===== src/rtl/perisel_pkg.sv =====
package perisel_pkg;

    // Mode register field positions (decoded by the cfg block and the bench)
    localparam int MODE_IO_BIT = 0;
    localparam int MODE_EX_BIT = 1;

    typedef enum logic {
        CFG_BASE = 1'b0,
        CFG_MODE = 1'b1
    } cfg_target_e;

    typedef struct packed {
        logic ex;        // 1: address-bit output released
        logic io_space;  // 1: decode I/O cycles
    } mode_t;

endpackage


===== src/rtl/perisel_cfg_regs.sv =====
module perisel_cfg_regs
    import perisel_pkg::*;
#(
    parameter int PAGE_W = 12,
    parameter int CFG_W  = 16
) (
    input  logic              clk,
    input  logic              rst_n,
    input  logic              cfg_we,
    input  logic              cfg_sel,
    input  logic [CFG_W-1:0]  cfg_wdata,
    output logic [PAGE_W-1:0] base_page,
    output mode_t             mode,
    output logic              base_valid
);

    typedef struct packed {
        logic [PAGE_W-1:0] base;
        mode_t             mode;
        logic              valid;
    } cfg_state_t;

    cfg_state_t cfg_d, cfg_q;

    always_comb begin
        cfg_d = cfg_q;
        if (cfg_we) begin
            if (cfg_target_e'(cfg_sel) == CFG_BASE) begin
                cfg_d.base  = cfg_wdata[PAGE_W-1:0];
                cfg_d.valid = 1'b1;
            end else begin
                cfg_d.mode.io_space = cfg_wdata[MODE_IO_BIT];
                cfg_d.mode.ex       = cfg_wdata[MODE_EX_BIT];
            end
        end
    end

    always_ff @(posedge clk) begin
        if (!rst_n) begin
            cfg_q <= '0;
        end else begin
            cfg_q <= cfg_d;
        end
    end

    assign base_page  = cfg_q.base;
    assign mode       = cfg_q.mode;
    assign base_valid = cfg_q.valid;

    AST_VALID_STICKY: assert property (@(posedge clk) disable iff (!rst_n)
        base_valid |=> base_valid);

    AST_MODE_WRITE_KEEPS_BASE: assert property (@(posedge clk) disable iff (!rst_n)
        (cfg_we && cfg_sel) |=> $stable(base_page) && $stable(base_valid));

endmodule


===== src/rtl/perisel_addr_latch.sv =====
module perisel_addr_latch #(
    parameter int ADDR_W = 20,
    parameter int A2_BIT = 2
) (
    input  logic              clk,
    input  logic              rst_n,
    input  logic              ale,
    input  logic              hlda,
    input  logic [ADDR_W-1:0] ad_bus,
    input  logic              cyc_io,
    output logic [ADDR_W-1:0] addr_q,
    output logic              io_q,
    output logic              a2_q
);

    typedef struct packed {
        logic [ADDR_W-1:0] addr;
        logic              io;
    } lat_state_t;

    lat_state_t lat_d, lat_q;
    logic       capture;

    assign capture = ale & ~hlda;

    always_comb begin
        lat_d = lat_q;
        if (capture) begin
            lat_d.addr = ad_bus;
            lat_d.io   = cyc_io;
        end
    end

    always_ff @(posedge clk) begin
        if (!rst_n) begin
            lat_q <= '0;
        end else begin
            lat_q <= lat_d;
        end
    end

    assign addr_q = lat_q.addr;
    assign io_q   = lat_q.io;
    assign a2_q   = lat_q.addr[A2_BIT];

    AST_ADDR_TAKEN: assert property (@(posedge clk) disable iff (!rst_n)
        (ale && !hlda) |=> (addr_q == $past(ad_bus)) && (io_q == $past(cyc_io)));

    AST_ADDR_HELD: assert property (@(posedge clk) disable iff (!rst_n)
        !ale |=> $stable(addr_q) && $stable(io_q));

    AST_A2_FROZEN: assert property (@(posedge clk) disable iff (!rst_n)
        hlda |=> $stable(a2_q) && $stable(addr_q));

endmodule


===== src/rtl/perisel_window_match.sv =====
module perisel_window_match #(
    parameter int PAGE_W  = 12,
    parameter int NUM_SEL = 7
) (
    input  logic [PAGE_W-1:0]  page,
    input  logic [PAGE_W-1:0]  base_page,
    input  logic               base_valid,
    input  logic               io_space,
    input  logic               cyc_io_q,
    input  logic               hold,
    output logic [NUM_SEL-1:0] hit
);

    localparam int CMP_W = PAGE_W + 1;

    logic enable;

    assign enable = base_valid & ~hold & (io_space == cyc_io_q);

    for (genvar n = 0; n < NUM_SEL; n++) begin : g_win
        logic [CMP_W-1:0] target;
        assign target = {1'b0, base_page} + CMP_W'(n);
        assign hit[n] = enable && ({1'b0, page} == target);
    end

endmodule


===== src/rtl/perisel_decoder.sv =====
module perisel_decoder
    import perisel_pkg::*;
#(
    parameter int ADDR_W   = 20,
    parameter int WIN_BITS = 8,
    parameter int NUM_SEL  = 7,
    parameter int CFG_W    = 16,
    parameter int A2_BIT   = 2
) (
    input  logic               clk,
    input  logic               rst_n,
    input  logic               ale,
    input  logic [ADDR_W-1:0]  ad_bus,
    input  logic               cyc_io,
    input  logic               hlda,
    input  logic               cfg_we,
    input  logic               cfg_sel,
    input  logic [CFG_W-1:0]   cfg_wdata,
    output logic [NUM_SEL-1:0] pcs_n,
    output logic               a2_out,
    output logic               a2_oe
);

    localparam int PAGE_W = ADDR_W - WIN_BITS;

    logic [PAGE_W-1:0]  base_page;
    mode_t              mode;
    logic               base_valid;
    logic [ADDR_W-1:0]  addr_q;
    logic               io_q;
    logic               a2_q;
    logic [NUM_SEL-1:0] hit;

    perisel_cfg_regs #(
        .PAGE_W (PAGE_W),
        .CFG_W  (CFG_W)
    ) u_cfg (
        .clk        (clk),
        .rst_n      (rst_n),
        .cfg_we     (cfg_we),
        .cfg_sel    (cfg_sel),
        .cfg_wdata  (cfg_wdata),
        .base_page  (base_page),
        .mode       (mode),
        .base_valid (base_valid)
    );

    perisel_addr_latch #(
        .ADDR_W (ADDR_W),
        .A2_BIT (A2_BIT)
    ) u_latch (
        .clk    (clk),
        .rst_n  (rst_n),
        .ale    (ale),
        .hlda   (hlda),
        .ad_bus (ad_bus),
        .cyc_io (cyc_io),
        .addr_q (addr_q),
        .io_q   (io_q),
        .a2_q   (a2_q)
    );

    perisel_window_match #(
        .PAGE_W  (PAGE_W),
        .NUM_SEL (NUM_SEL)
    ) u_match (
        .page       (addr_q[ADDR_W-1:WIN_BITS]),
        .base_page  (base_page),
        .base_valid (base_valid),
        .io_space   (mode.io_space),
        .cyc_io_q   (io_q),
        .hold       (hlda),
        .hit        (hit)
    );

    assign pcs_n  = ~hit;
    assign a2_oe  = ~mode.ex;
    assign a2_out = a2_q & ~mode.ex;

    AST_IDLE_UNTIL_BASE: assert property (@(posedge clk) disable iff (!rst_n)
        !base_valid |-> &pcs_n);

    AST_SEL_ONEHOT0: assert property (@(posedge clk) disable iff (!rst_n)
        $onehot0(~pcs_n));

    AST_HOLD_DESELECT: assert property (@(posedge clk) disable iff (!rst_n)
        hlda |-> &pcs_n);

    AST_EX_RELEASE: assert property (@(posedge clk) disable iff (!rst_n)
        mode.ex |-> (!a2_oe && !a2_out));

    AST_A2_FOLLOWS_ADDR: assert property (@(posedge clk) disable iff (!rst_n)
        !mode.ex |-> (a2_oe && (a2_out == addr_q[A2_BIT])));

endmodule


===== config.mk =====
export PLATFORM = sky130hd
export DESIGN_NAME = perisel_decoder
export DESIGN_NICKNAME = d
export VERILOG_FILES = /design/src/rtl/perisel_pkg.sv /design/src/rtl/perisel_cfg_regs.sv /design/src/rtl/perisel_addr_latch.sv /design/src/rtl/perisel_window_match.sv /design/src/rtl/perisel_decoder.sv
export SDC_FILE = /design/constraint.sdc
export NUM_CORES = 1
export LEC_CHECK = 0
export CELL_PAD_IN_SITES_DETAIL_PLACEMENT = 1
export CELL_PAD_IN_SITES_GLOBAL_PLACEMENT = 1
export CORE_ASPECT_RATIO = 2
export CORE_MARGIN = 3
export CORE_UTILIZATION = 40
export CTS_CLUSTER_SIZE = 8
export DETAILED_ROUTE_END_ITERATION = 8
export MAX_ROUTING_LAYER = met4
export PLACE_DENSITY_LB_ADDON = 0.3
export SKIP_CTS_REPAIR_TIMING = 1
export SLEW_MARGIN = 20
export SYNTH_ARGS = -nofsm -noshare
export SYNTH_HDL_FRONTEND = slang
export SYNTH_SLANG_ARGS = --single-unit
export TNS_END_PERCENT = 1

===== constraint.sdc =====
create_clock -name clk -period 3.3 [get_ports clk]
set_input_delay 0.495 -clock clk [delete_from_list [all_inputs] [get_ports clk]]
set_output_delay 0.495 -clock clk [all_outputs]
set_load 0.01 [all_outputs]

## Word level (Yosys, flattened, before mapping)

Index checks and enable logic that the tools add are counted.

- Register bits after elaboration: 36
- Latch bits: 0
- RAM bits: 0
- Bits in read-only memories: 0
- Output and inout port bits: 9
- Logic and storage cells: 37
- Memories: 0

- Add/sub/neg operators: 6
- $mul: 0
- Divide/modulo/power cells: 0
- Order comparisons: 0
- Equality and inequality tests: 8
- Shift operators: 0
- Mux-type cells: 0
- Bitwise gates (word level): 8
- Reductions and logical operators: 9

Operator list:

| cell | number |
|---|---|
| $eq A12 B13 Y1 | 6 |
| $add A12 B3 Y13 const B | 3 |
| $add A12 B2 Y13 const B | 2 |
| $add A12 B1 Y13 const B | 1 |
| $eq A12 B12 Y1 | 1 |
| $logic_and A1 B1 Y1 | 7 |
| $not A7 Y7 | 1 |
| $and A1 B1 Y1 | 4 |
| $reduce_and A2 Y1 | 2 |
| $not A1 Y1 | 3 |
| $eq A1 B1 Y1 | 1 |

## Longest topological paths before layout

- Depth after elaboration: 5
- Mapped depth: 8
- Mapped depth without buffers: 7

## By module

Synthesis repeated with hierarchy kept, for this count alone.

- Cell total of the unflattened synthesis: 387
- Area total of the unflattened synthesis: 3,101.7 um2

By module, submodules not included:

| module | times used | cells each | area an instance (um2) |
|---|---|---|---|
| perisel_window_match | 1 | 221 | 1,567.8 |
| perisel_addr_latch | 1 | 94 | 885.8 |
| perisel_cfg_regs | 1 | 63 | 611.8 |
| perisel_decoder | 1 | 9 | 36.3 |

## Worst setup path after synthesis

Ideal clock, no wire load.

- Kind: reg2out
- From: register u_cfg.cfg_q (netlist bit u_cfg.base_page[1])
- To: output pcs_n[5]
- Arrival: 1.945 ns
- Required time: 2.805 ns
- Setup slack: 0.860 ns
- Stages on the path, launching flop included: 9
- Buffers on the path: 1
- Cell sequence: dfxtp_1 -> clkbuf_1 -> inv_1 -> ha_1 -> xor2_1 -> nor4b_1 -> o21ai_0 -> nor3_1 -> nand4_1

- Cells in the longest elaborated chain, start to end: 4

Ends and longest elaborated chain:

| item | RTL line | RTL |
|---|---|---|
| start, declared | perisel_cfg_regs.sv:23 | `cfg_state_t cfg_d, cfg_q;` |
| start signal, assigned | perisel_cfg_regs.sv:42 | `cfg_q <= cfg_d;` |
| $add A12 B3 Y13 | perisel_window_match.sv:22 | `assign target = {1'b0, base_page} + CMP_W'(n);` |
| $eq A12 B13 Y1 | perisel_window_match.sv:23 | `assign hit[n] = enable && ({1'b0, page} == target);` |
| $logic_and A1 B1 Y1 | perisel_window_match.sv:23 |  |
| $not A7 Y7 | perisel_decoder.sv:76 | `assign pcs_n = ~hit;` |
| end, declared | perisel_decoder.sv:19 | `output logic [NUM_SEL-1:0] pcs_n,` |

Every way passes these cells.

## Final worst setup path

- From: input hlda
- To: output pcs_n[6]

- Cells in the longest elaborated chain, start to end: 5

Ends and longest elaborated chain:

| item | RTL line | RTL |
|---|---|---|
| start, declared | perisel_decoder.sv:15 | `input logic hlda,` |
| $not A1 Y1 | perisel_window_match.sv:18 | `assign enable = base_valid & ~hold & (io_space == cyc_io_q);` |
| $and A1 B1 Y1 (2 in series) | perisel_window_match.sv:18 |  |
| $logic_and A1 B1 Y1 | perisel_window_match.sv:23 |  |
| $not A7 Y7 | perisel_decoder.sv:76 |  |

Every way passes these cells.

==> impl_summary.log <==
[metrics] achievable clock frequency: 314 MHz
[metrics] commonest cells after routing, fill and taps aside: 72 x nand2_1, 40 x clkdlybuf4s50_1, 28 x a21boi_0, 28 x dfxtp_1, 20 x buf_4
[metrics] Synth Area in Adders: 0.0391
[metrics] via count: between 2k and 3k
[metrics] Worst-Margin Slew: between 0.8 and 0.9 ns
[metrics] most common flop cell mapped by yosys: dfxtp_1
[metrics] first-pass GRT wire length: ~14 mm
[metrics] worst-skew pair later-pin latency: around 0.28 ns
[metrics] fraction of synthesized area in multiplexers: 0.00391
[metrics] deepest clock path buffer count: 2
[metrics] average cell area after synthesis: approximately 7.3 um^2
[metrics] arrival time of the worst setup path: 2.69 ns
[metrics] Hold Path Stages: 2
[metrics] cell area after synthesis: approximately 0.0026 mm^2
[metrics] Seq/Total Area, Yosys: 0.227
[metrics] Gate Count Post-Synth: between 300 and 400
[metrics] initial standard-cell utilization of the core: 0.419
[metrics] buffer type at the clock tree root: clkbuf_16
[metrics] critical setup path kind: primary input to primary output
[metrics] global routing usage summed across all routing layers: 0.254
[metrics] most frequent standard cell in the layout excluding fill and tap cells: nand2_1
[metrics] share of flip-flops with an asynchronous set or reset: 0
[metrics] register bit count reported by yosys: 29
[metrics] CP max-delay cell: clkdlybuf4s50_1
[metrics] Register-to-Register Setup Slack: about 2.3 ns
[metrics] total overflow reported by the global router: 0
[metrics] via count of the first global-routing pass: between 2k and 3k
[metrics] worst hold slack across all endpoints: between 0.4 and 0.5 ns
[metrics] type of the worst min-delay path: flop to flop
[metrics] clock buffers created by TritonCTS: 5
[metrics] synthesized netlist net count: around 400
[metrics] Yosys cell types: 53
[metrics] number of levels in the clock H-tree: 2
[metrics] placer congestion estimate: approximately 0.96
[metrics] XOR/XNOR share of the synthesized area: 0.144
[metrics] number of sinks handled by clock tree synthesis: 29
[metrics] maximum number of pins on one net before global-route repair: 30
[metrics] sum of net half-perimeters after detailed placement: 7.13 mm
[metrics] series of cell instances along the critical path: clkdlybuf4s50_1, nand2b_1, nor3_2, nor3b_2, o2111ai_1, a221o_1, clkdlybuf4s50_1
[metrics] number of rows created at floorplan: 40
[metrics] Critical Path Max Stage Delay: approximately 0.47 ns
[metrics] number of violations of the max-capacitance limit: 0
[metrics] clock-pin slew on the worst setup and hold paths: 0.05 ns
[metrics] unrepaired setup endpoints after global routing: false
[metrics] critical-path maximum fanout: 3
[metrics] sum of routed wire length over all layers: just under 9 mm
[metrics] power density over the cells: 380 mW/mm^2
[metrics] CTS tree: done
[metrics] cell class contributing the biggest share of worst-path delay: buffers and inverters
[metrics] final hold violations: 0
[metrics] post-route met1 wirelength: roughly 3.1 mm
[metrics] fraction of the cycle the final worst path needs: 0.966
[metrics] Die Area: between 0.007 and 0.008 mm^2
[metrics] most frequent cell on the critical path: clkdlybuf4s50_1
[metrics] vertical die dimension: between 100 and 150 um
[metrics] endpoint type of the worst setup path: primary output
[metrics] R2R cell count: 3
[metrics] horizontal die dimension: roughly 63 um
[metrics] count of antenna-violating nets left after detailed routing: 0
[metrics] PortBufs: 40
[metrics] required time of the critical path: 2.80 ns
[metrics] area inside the core boundary: 0.00611 mm^2
[metrics] Peak supply drop: between 0.4 and 0.5 mV
[metrics] reg-to-reg startpoint: u_cfg.base_page[4]$_SDFFE_PN0P_
[metrics] standby leakage power: around 1.2 nW
[metrics] top-area cell type share of the netlist area: 0.227
[metrics] endpoint of the worst hold path: u_latch.addr_q[2]$_SDFFE_PN0P_
[metrics] Detailed Routing Iterations Pass 1: 4
[metrics] Starting DRT DRC Count: ~140
[metrics] routed length per placed instance: 18.1 um
[metrics] final net count: 447
[metrics] met3 layer wire length in the routed design: 214 um
[metrics] post-synthesis share of cell area spent on and, or, nand and nor gates: 0.297
[metrics] total negative slack for setup checks: 0 ns
[metrics] setup clock skew after layout: 0 ns
[metrics] top routing layer used: met4
[metrics] relative max-transition margin: 0.404
[metrics] total DRC errors in the routed layout: 0
[metrics] final setup violation count: 0
[metrics] number of antenna violations at the first check in global routing: 0
[metrics] Synth area leader: dfxtp_1
[metrics] startpoint of the tightest hold check path: u_latch.addr_q[2]$_SDFFE_PN0P_
[metrics] Crit Reg-Reg Endpoint: u_cfg.base_page[4]$_SDFFE_PN0P_
[metrics] buffers plus inverters on the worst setup path: 2
[metrics] share of cells above drive strength 1: 0.0982
[metrics] area grow syn2layout: 29.7%
[metrics] number of pins with negative max-slew slack in the final report: 0
[metrics] number of fill cells in the layout: roughly 800
[metrics] Area contributors post-synth: dfxtp_1 23%, nand2_1 11%, a21boi_0 8.2%
[metrics] count of pins on the block boundary: 52
[metrics] final period demand of the worst path: around 3.2 ns
[metrics] Synth Area in Compound Gates: 0.237
[metrics] nature of the critical path startpoint: primary input
[metrics] status: finished, final reports clean
[metrics] Avg Vias per Cell: around 5.7
[metrics] wire length on met2: roughly 4.8 mm
[metrics] count of flip-flops with a built-in enable after synthesis: 0
[metrics] main combinational cell family by area after synthesis: simple AND/OR/NAND/NOR gates
[metrics] number of warnings reported in the yosys synthesis log: 0
[metrics] utilization of the core after routing: 0.544
[metrics] Diodes inserted: 0
[flip-flops by register name, summed over array words and instances, names as in the netlist]
| name | cells |
|---|---|
| u_cfg.base_valid | 1 |
| u_cfg.base_page | 12 |
| u_latch.io_q | 1 |
| u_latch.addr_q | 13 |
| u_cfg.mode | 2 |
[synthesized netlist by cell type (all sizes together) (2+ instances only)]
library cell   n
a21boi        28
nand2b         5
nor3b          3
nor2b          5
and3           2
nand3         13
xnor2         20
o31ai          5
a31oi          2
nor2          16
nor4           5
a211oi         4
and2           2
nor3          10
a21oi         12
o21ai         19
nor4b          2
dfxtp         29
buf            9
a22oi          4
clkbuf        13
nand4         14
xor2          19
inv            6
or4            2
nand2         73
ha             8
o211ai         5
[where the power goes]
group	total [mW]	internal [mW]	switching (mW)
clock network	0.588	0.430	0.158
registers	0.394	0.368	0.0264
logic	0.280	0.128	0.152
[routing by layer]
metal	global-route usage	vias to the layer above
met1	0.242	1287
met3	0.0217	32
li1	-	1340
met5	-	-
met2	0.468	78
met4	0.183	0
[cell type report]
cell class | instances | area [um^2] | share of cell area
multi-input cells | 294 | 1870 | 0.563
flip-flops and latches | 29 | 582 | 0.175
repair buffers | 60 | 551 | 0.166
clock buffers | 5 | 125 | 0.0377
well taps | 84 | 105 | 0.0317
clock inverters | 3 | 65.1 | 0.0196
inverters | 6 | 22.5 | 0.00678
[worst min-delay path, stage by stage (launching register included)]
cell and delay [ns]:
dfxtp_1 0.30, nand2_1 0.05, a21boi_0 0.06
[metrics by stage]
step | setup WS (ns) | total power [mW] | instance area [um^2] | instances
after detailed placement | 0.0412 | 0.676 | 3100 | 473
after global routing | 0.0190 | 1.31 | 3320 | 481
after global placement | 0.0971 | 0.666 | 3100 | 473
after CTS | 0.00177 | 1.27 | 3290 | 481
after floorplan | 0.860 | 0.560 | 2560 | 351
final | 0.111 | 1.26 | 3320 | 481
[logic make-up after synthesis]
family / Yosys count
simple gates: 156
buf+inv: 28
mux: 1
xor+xnor: 39
fa+ha+maj: 8
compound gates: 90
flops: 29
[worst max-delay path by stage]
stage / from / endpoint / depth (start not counted) / slack [ns]
global placement: hlda / pcs_n[6] / 7 / 0.1
global route: u_cfg.base_page[8]$_SDFFE_PN0P_ / pcs_n[6] / 6 / 0.02
floorplan: u_cfg.base_page[1]$_SDFFE_PN0P_ / pcs_n[5] / 8 / 0.86
detailed placement: hlda / pcs_n[6] / 7 / 0.04
finish: hlda / pcs_n[6] / 7 / 0.11
CTS: u_cfg.base_page[2]$_SDFFE_PN0P_ / pcs_n[3] / 6 / 0.002
(Power assumes the default switching activity.)
